==> src/rtl/nlp_pkg.sv <==
`timescale 1ns/1ps
package nlp_pkg;

    typedef enum logic [1:0] {
        TRK_EMPTY  = 2'd0,
        TRK_BASE   = 2'd1,
        TRK_STEP1  = 2'd2,
        TRK_STREAM = 2'd3
    } trk_state_e;

endpackage

==> src/rtl/nlp_tracker.sv <==
`timescale 1ns/1ps
module nlp_tracker
    import nlp_pkg::*;
#(
    parameter int LINE_W = 10
) (
    input  logic              clk,
    input  logic              rst_n,
    input  logic              hit,
    input  logic [LINE_W-1:0] line,
    input  logic              grant,
    output logic              slot_v,
    output logic [LINE_W-1:0] slot_line
);

    trk_state_e        state, state_n;
    logic [LINE_W-1:0] last_line;
    logic [LINE_W-1:0] succ_line;
    logic              take;
    logic              fire;

    assign succ_line = last_line + LINE_W'(1);

    always_comb begin
        state_n = state;
        take    = 1'b0;
        fire    = 1'b0;
        if (hit) begin
            unique case (state)
                TRK_EMPTY: begin
                    state_n = TRK_BASE;
                    take    = 1'b1;
                end
                TRK_BASE: begin
                    if (line != last_line) begin
                        take    = 1'b1;
                        state_n = (line == succ_line) ? TRK_STEP1 : TRK_BASE;
                    end
                end
                TRK_STEP1: begin
                    if (line != last_line) begin
                        take = 1'b1;
                        if (line == succ_line) begin
                            state_n = TRK_STREAM;
                            fire    = 1'b1;
                        end else begin
                            state_n = TRK_BASE;
                        end
                    end
                end
                TRK_STREAM: begin
                    if (line != last_line) begin
                        take = 1'b1;
                        if (line == succ_line) begin
                            fire = 1'b1;
                        end else begin
                            state_n = TRK_BASE;
                        end
                    end
                end
            endcase
        end
    end

    always_ff @(posedge clk) begin
        if (!rst_n) begin
            state     <= TRK_EMPTY;
            last_line <= '0;
        end else begin
            state <= state_n;
            if (take) begin
                last_line <= line;
            end
        end
    end

    always_ff @(posedge clk) begin
        if (!rst_n) begin
            slot_v    <= 1'b0;
            slot_line <= '0;
        end else if (fire) begin
            slot_v    <= 1'b1;
            slot_line <= line + LINE_W'(1);
        end else if (grant) begin
            slot_v    <= 1'b0;
        end
    end

    // a slot only fills after a step taken from STEP1 or STREAM
    p_fill_from_step_r3: assert property (@(posedge clk) disable iff (!rst_n)
        $rose(slot_v) |-> ($past(state) == TRK_STEP1 || $past(state) == TRK_STREAM));

    // an undelivered prefetch is never lost without a grant
    p_slot_hold_r10: assert property (@(posedge clk) disable iff (!rst_n)
        (slot_v && !grant) |=> slot_v);

endmodule

==> src/rtl/nlp_issue.sv <==
`timescale 1ns/1ps
module nlp_issue #(
    parameter int N_SRC  = 2,
    parameter int LINE_W = 10
) (
    input  logic                          clk,
    input  logic                          rst_n,
    input  logic [N_SRC-1:0]              pend_v,
    input  logic [N_SRC-1:0][LINE_W-1:0]  pend_line,
    input  logic                          pf_ready,
    output logic [N_SRC-1:0]              grant,
    output logic                          pf_valid,
    output logic [LINE_W-1:0]             pf_line
);

    logic              out_free;
    logic              pick_v;
    logic [LINE_W-1:0] pick_line;

    assign out_free = !pf_valid || pf_ready;

    always_comb begin
        grant     = '0;
        pick_v    = 1'b0;
        pick_line = '0;
        for (int i = N_SRC - 1; i >= 0; i--) begin
            if (pend_v[i]) begin
                pick_v    = 1'b1;
                pick_line = pend_line[i];
                grant     = '0;
                grant[i]  = out_free;
            end
        end
    end

    always_ff @(posedge clk) begin
        if (!rst_n) begin
            pf_valid <= 1'b0;
            pf_line  <= '0;
        end else if (out_free) begin
            pf_valid <= pick_v;
            if (pick_v) begin
                pf_line <= pick_line;
            end
        end
    end

    // a stalled offer stays put
    p_hold_stable_r8: assert property (@(posedge clk) disable iff (!rst_n)
        (pf_valid && !pf_ready) |=> (pf_valid && $stable(pf_line)));

    // lowest core index wins when both wait
    p_core0_first_r9: assert property (@(posedge clk) disable iff (!rst_n)
        (out_free && pend_v[0] && pend_v[N_SRC-1]) |=> (pf_line == $past(pend_line[0])));

    // no offer appears without a waiting slot
    p_no_spurious_r11: assert property (@(posedge clk) disable iff (!rst_n)
        $rose(pf_valid) |-> $past(|pend_v));

endmodule

==> src/rtl/l2_nextline_pf.sv <==
`timescale 1ns/1ps
module l2_nextline_pf #(
    parameter int N_CORES  = 2,
    parameter int ADDR_W   = 16,
    parameter int OFFSET_W = 6,
    localparam int LINE_W  = ADDR_W - OFFSET_W,
    localparam int CORE_W  = (N_CORES > 1) ? $clog2(N_CORES) : 1
) (
    input  logic              clk,
    input  logic              rst_n,
    input  logic              req_valid,
    input  logic [CORE_W-1:0] req_core,
    input  logic [ADDR_W-1:0] req_addr,
    input  logic              pf_ready,
    output logic              pf_valid,
    output logic [LINE_W-1:0] pf_line
);

    logic [LINE_W-1:0]               req_line;
    logic [N_CORES-1:0]              hit;
    logic [N_CORES-1:0]              grant;
    logic [N_CORES-1:0]              pend_v;
    logic [N_CORES-1:0][LINE_W-1:0]  pend_line;

    assign req_line = req_addr[ADDR_W-1:OFFSET_W];

    for (genvar g = 0; g < N_CORES; g++) begin : g_core
        assign hit[g] = req_valid && (req_core == CORE_W'(g));

        nlp_tracker #(
            .LINE_W (LINE_W)
        ) u_trk (
            .clk       (clk),
            .rst_n     (rst_n),
            .hit       (hit[g]),
            .line      (req_line),
            .grant     (grant[g]),
            .slot_v    (pend_v[g]),
            .slot_line (pend_line[g])
        );
    end

    nlp_issue #(
        .N_SRC  (N_CORES),
        .LINE_W (LINE_W)
    ) u_issue (
        .clk       (clk),
        .rst_n     (rst_n),
        .pend_v    (pend_v),
        .pend_line (pend_line),
        .pf_ready  (pf_ready),
        .grant     (grant),
        .pf_valid  (pf_valid),
        .pf_line   (pf_line)
    );

endmodule

==> config.mk <==
export PLATFORM = sky130hd
export DESIGN_NAME = l2_nextline_pf
export DESIGN_NICKNAME = d
export VERILOG_FILES = /design/src/rtl/nlp_pkg.sv /design/src/rtl/nlp_tracker.sv /design/src/rtl/nlp_issue.sv /design/src/rtl/l2_nextline_pf.sv
export SDC_FILE = /design/constraint.sdc
export NUM_CORES = 1
export LEC_CHECK = 0
export BUFFER_PORTS_ARGS = -buffer_cell sky130_fd_sc_hd__buf_4
export CAP_MARGIN = 15
export CORE_MARGIN = 3
export CORE_UTILIZATION = 30
export CTS_CLUSTER_DIAMETER = 50
export DETAILED_ROUTE_END_ITERATION = 16
export HOLD_SLACK_MARGIN = 0.03
export MAX_ROUTING_LAYER = met4
export PLACE_DENSITY = 0.45
export SLEW_MARGIN = 20
export SYNTH_ARGS = -nofsm -noshare
export SYNTH_HDL_FRONTEND = slang
export SYNTH_SLANG_ARGS = --single-unit
==> constraint.sdc <==
create_clock -name clk -period 5.7 [get_ports clk]
set_input_delay 0.285 -clock clk [delete_from_list [all_inputs] [get_ports clk]]
set_output_delay 0.285 -clock clk [all_outputs]
set_load 0.03 [all_outputs]
==> run summary <==
The critical path goes through ha_1 > nor2b_1 > o21a_1 > o31ai_1 > nand3_1 > nor4_2 > mux2i_1. The first global-routing pass estimated 13990 µm of wire. The post-place setup slack is ~3000 ps. The count of endpoints failing hold in the final timing report came out at 0. The arrival time of data at the critical path endpoint came out at 2910 ps. The worst path required time came out at just under 6000 ps. In the synthesized netlist, the cells that appear most often are 57 x dfxtp_1, 47 x nand2_1, 40 x mux2i_1. The number of inserted diodes is 0. After detailed routing, the number of remaining DRC violations is 0. Yosys instantiated no cell more often than dfxtp_1. CTS built an H-tree with a depth of 3.

The final wirelength is between 8000 and 9000 µm. Setup repair after global routing left no endpoint under its margin. In this run the standard cell core region covers roughly 0.011 mm². The share of synthesized registers carrying an async set or reset came out at 0. CTS placed an instance of clkbuf_16 at the clock tree root. The post-synthesis mux area share is 0.1176. Dividing the final minimum period by the clock period gives 0.4655.

Of the total synthesized cell area, the portion taken by AND, OR, NAND and NOR gates is 0.2263. For this run, the total global-route usage over all layers was measured as 0.1393. The via density per instance came out at about 5.1. Power spread over the standard cell area amounts to around 280 mW/mm². The worst setup path is launched from a flip-flop.

Grouping stages by cell kind, the critical path spends the most delay in simple AND/OR/NAND/NOR gates. The number of nets in the final layout came out at around 450. Synthesis instantiated slightly below 60 different standard cells from the library. The mean post-synth cell area is 8.620 µm². The tightest slew margin relative to the limit came out at 0.3373. The die outline width came out at ~110 µm. The maximum clock path buffer count is 2.

The maximum fanout encountered on the critical timing path is 6. The clock period could shrink to between 2000 and 3000 ps. The area share of the largest cell type after synthesis is 0.3261. The path class of the tightest hold or removal check is input pin to flip-flop. The dominant synthesized flop cell is dfxtp_1. The share of layout cells above drive strength 1 is 0.1185. The capturing element type of the critical path is a flip-flop. The final antenna-violating net count came out at 0. During synthesis, Yosys emitted a total of 0 warnings.

Summed over all nets, the half-perimeter wirelength after detailed placement is between 5000 and 6000 µm. The worst stage delay on the critical path came out at 870 ps. Summed over all cells, the static leakage comes to 1.582 nW. The sequential area share after synthesis is 0.3261. The fraction of the mapped netlist area in compound gates was 0.1430. The quantity of gates resized following cts came out at 0.

The largest area contributor in the netlist is dfxtp_1. By area the synthesized netlist is led by dfxtp_1 33%, mux2i_1 11%, nand2_1 5.0%, nor2b_1 4.3%, xnor2_1 4.3%. The insertion delay to the later sink of the worst-skew pair is 330 ps. The tool flagged a number of max-cap violations equal to 0. The synthesized cell area came out at 0.003500 mm².

After synthesis, the largest family of logic cells by area is simple AND/OR/NAND/NOR gates. The run finished with clean final reports. The number of fillers in the final layout is 1176.

The number of register bits inferred by synthesis is 57. The clock net sink count is 57. For this design, the slowest cell found on the critical path is nor4_2. After clock tree synthesis, the flow added hold-fix buffers numbering 0. At the end of routability-driven placement, the weighted congestion stood at approximately 0.8. The tightest hold margin came out at 278.2 ps. The parity-gate share of the synthesized area counting xor and xnor cells came out at 0.08509.

The standard-cell row count came out at 38. The wire length per cell after detailed routing is 14.60 µm. The via count is roughly 2800. The buffers plus inverters on the worst setup path came out at 0. The number of enable-type register cells in the synthesized netlist came out at 0. From synthesis to final layout, the design area changed by 15.98%. The die boundary height is 114.0 µm. For this configuration, the core starts out at a cell density of 0.3146. The total negative setup slack came out at 0 ps. The number of antenna violations at the first check in global routing was 0.

In this run, the number of DRC markers left after iteration 0 of detailed routing was 217. TritonCTS built the clock tree. The total grt overflow came out at 0.

The placed instances occupy a cell area of 0.003719 mm². The multi-input combinational cells in the finished layout cover a total of roughly 0.0021 mm². The number of global-route vias before repair is 2737. The quantity of I/O buffers inserted on ports came out at 25. The final setup violation count came out at 0. The CTS buffer count is 9. After clock tree synthesis, the setup repair step added 0 buffers. The post-route cell area is 0.004059 mm². Before antenna repair, the detailed router went through 4 iterations. Across the VDD grid, the largest voltage drop is 0.1481 mV. The peak clock frequency supported by timing came out at 0.3769 GHz.

The area of the die is 0.01300 mm². The slew of the pin with the lowest slew margin came out at 985.9 ps. The pin count of the biggest net entering global routing came out at 71.

Of the total synthesized cell area, the portion taken by full adders, half adders and majority gates is 0.03933. The critical path in this run is classified as flip-flop to flip-flop. The synthesized netlist net count is 438. The register clock-pin slew on the reported worst setup and hold paths came out at 50 ps. The area taken by flip-flops and latches is 0.001141 mm². The gate count after technology mapping came out at 406. The smallest setup slack after layout is about 3000 ps.

The top-level port count came out at 32. The total count of max-transition violations in the final report is 0. Between clock sinks in the finished design, the worst skew comes to between 6 and 7 ps.
==> layout by cell type, fill, tap and decap left out, types with 2 or more instances in the layout <==
cell type	instances
o22ai_1	6
mux2i_1	40
nor2_1	11
nand4_1	8
nor3_1	3
a2bb2oi_1	3
a31oi_1	2
or4_1	3
xor2_1	17
o21a_1	6
a21oi_1	12
and3_1	5
nand2b_1	4
xnor2_1	17
and4_1	3
nor2b_1	24
clkbuf_8	3
nand3b_1	9
inv_1	15
nor4_1	3
nand2_1	47
o211ai_1	2
dfxtp_1	57
clkbuf_16	9
o21ai_0	23
a21boi_0	3
nor4_2	2
and2_1	3
o31ai_1	2
nand3_1	10
buf_4	27
ha_1	11
a211oi_1	3
bufinv_16	2
nand4b_1	2
==> power breakdown <==
group          internal [mW]  switching [mW]  total (mW)
Combinational         0.0463          0.0588       0.105
Clock                  0.418           0.188       0.606
Sequential             0.407          0.0122       0.419
==> worst paths after layout <==
path | from | endpoint | slack, ps | depth (start not counted)
max reg2reg | g_core[0].u_trk.last_line[0]$_SDFFE_PN0P_ | g_core[0].u_trk.slot_line[7]$_SDFFE_PN0P_ | 3050 | 7
min reg2reg | g_core[1].u_trk.slot_line[0]$_SDFFE_PN0P_ | g_core[1].u_trk.slot_line[0]$_SDFFE_PN0P_ | 450 | 2
min | req_addr[15] | g_core[0].u_trk.last_line[9]$_SDFFE_PN0P_ | 280 | 3
max | g_core[0].u_trk.last_line[0]$_SDFFE_PN0P_ | g_core[0].u_trk.slot_line[7]$_SDFFE_PN0P_ | 3050 | 7
==> stage by stage <==
stage               total power [mW]    util  instances
finish                         1.130  0.3648        562
global route                   1.184  0.3648        562
CTS                            1.148  0.3648        562
detailed placement            0.5337  0.3342        546
global placement              0.5329  0.3342        546
floorplan                     0.5073       -        406
==> per-layer routing <==
metal / part of all wire / vias up / wire [µm] / track usage
met1: 0.52 / 1332 / 4264 / 0.1941
li1: - / 1455 / - / -
met3: 0.038 / 8 / 309 / 0.03130
met4: 0.016 / 0 / 131 / 0.05463
met5: 0 / - / 0 / -
met2: 0.43 / 46 / 3501 / 0.1944
==> logic make-up after synthesis <==
logic type               Yosys count
adder cells (fa/ha/maj)           11
buffers and inverters             43
AO/OA/AOI/OAI                     76
AND/OR/NAND/NOR                  144
flip-flops                        57
XOR/XNOR                          34
multiplexers                      41
==> final cells by class <==
type | instances | share of cell area
Tap cell | 140 | 0.04316
Sequential cell | 57 | 0.2811
Clock buffer | 12 | 0.06566
Multi-Input combinational cell | 306 | 0.5271
Inverter | 16 | 0.01480
Timing Repair Buffer | 27 | 0.04994
Clock inverter | 4 | 0.01819
==> worst min-delay path, stage by stage <==
cell and delay, ps:
buf_4 120, mux2i_1 70, nor2b_1 90
==> flip-flops by register name, indices dropped and copies added (netlist names) <==
signal / cells
g_core.u_trk.last_line: 20
g_core.u_trk.slot_line: 20
g_core.u_trk.slot_v: 2
g_core.u_trk.state: 4
u_issue.pf_line: 10
u_issue.pf_valid: 1
(Power assumes the default switching activity.)
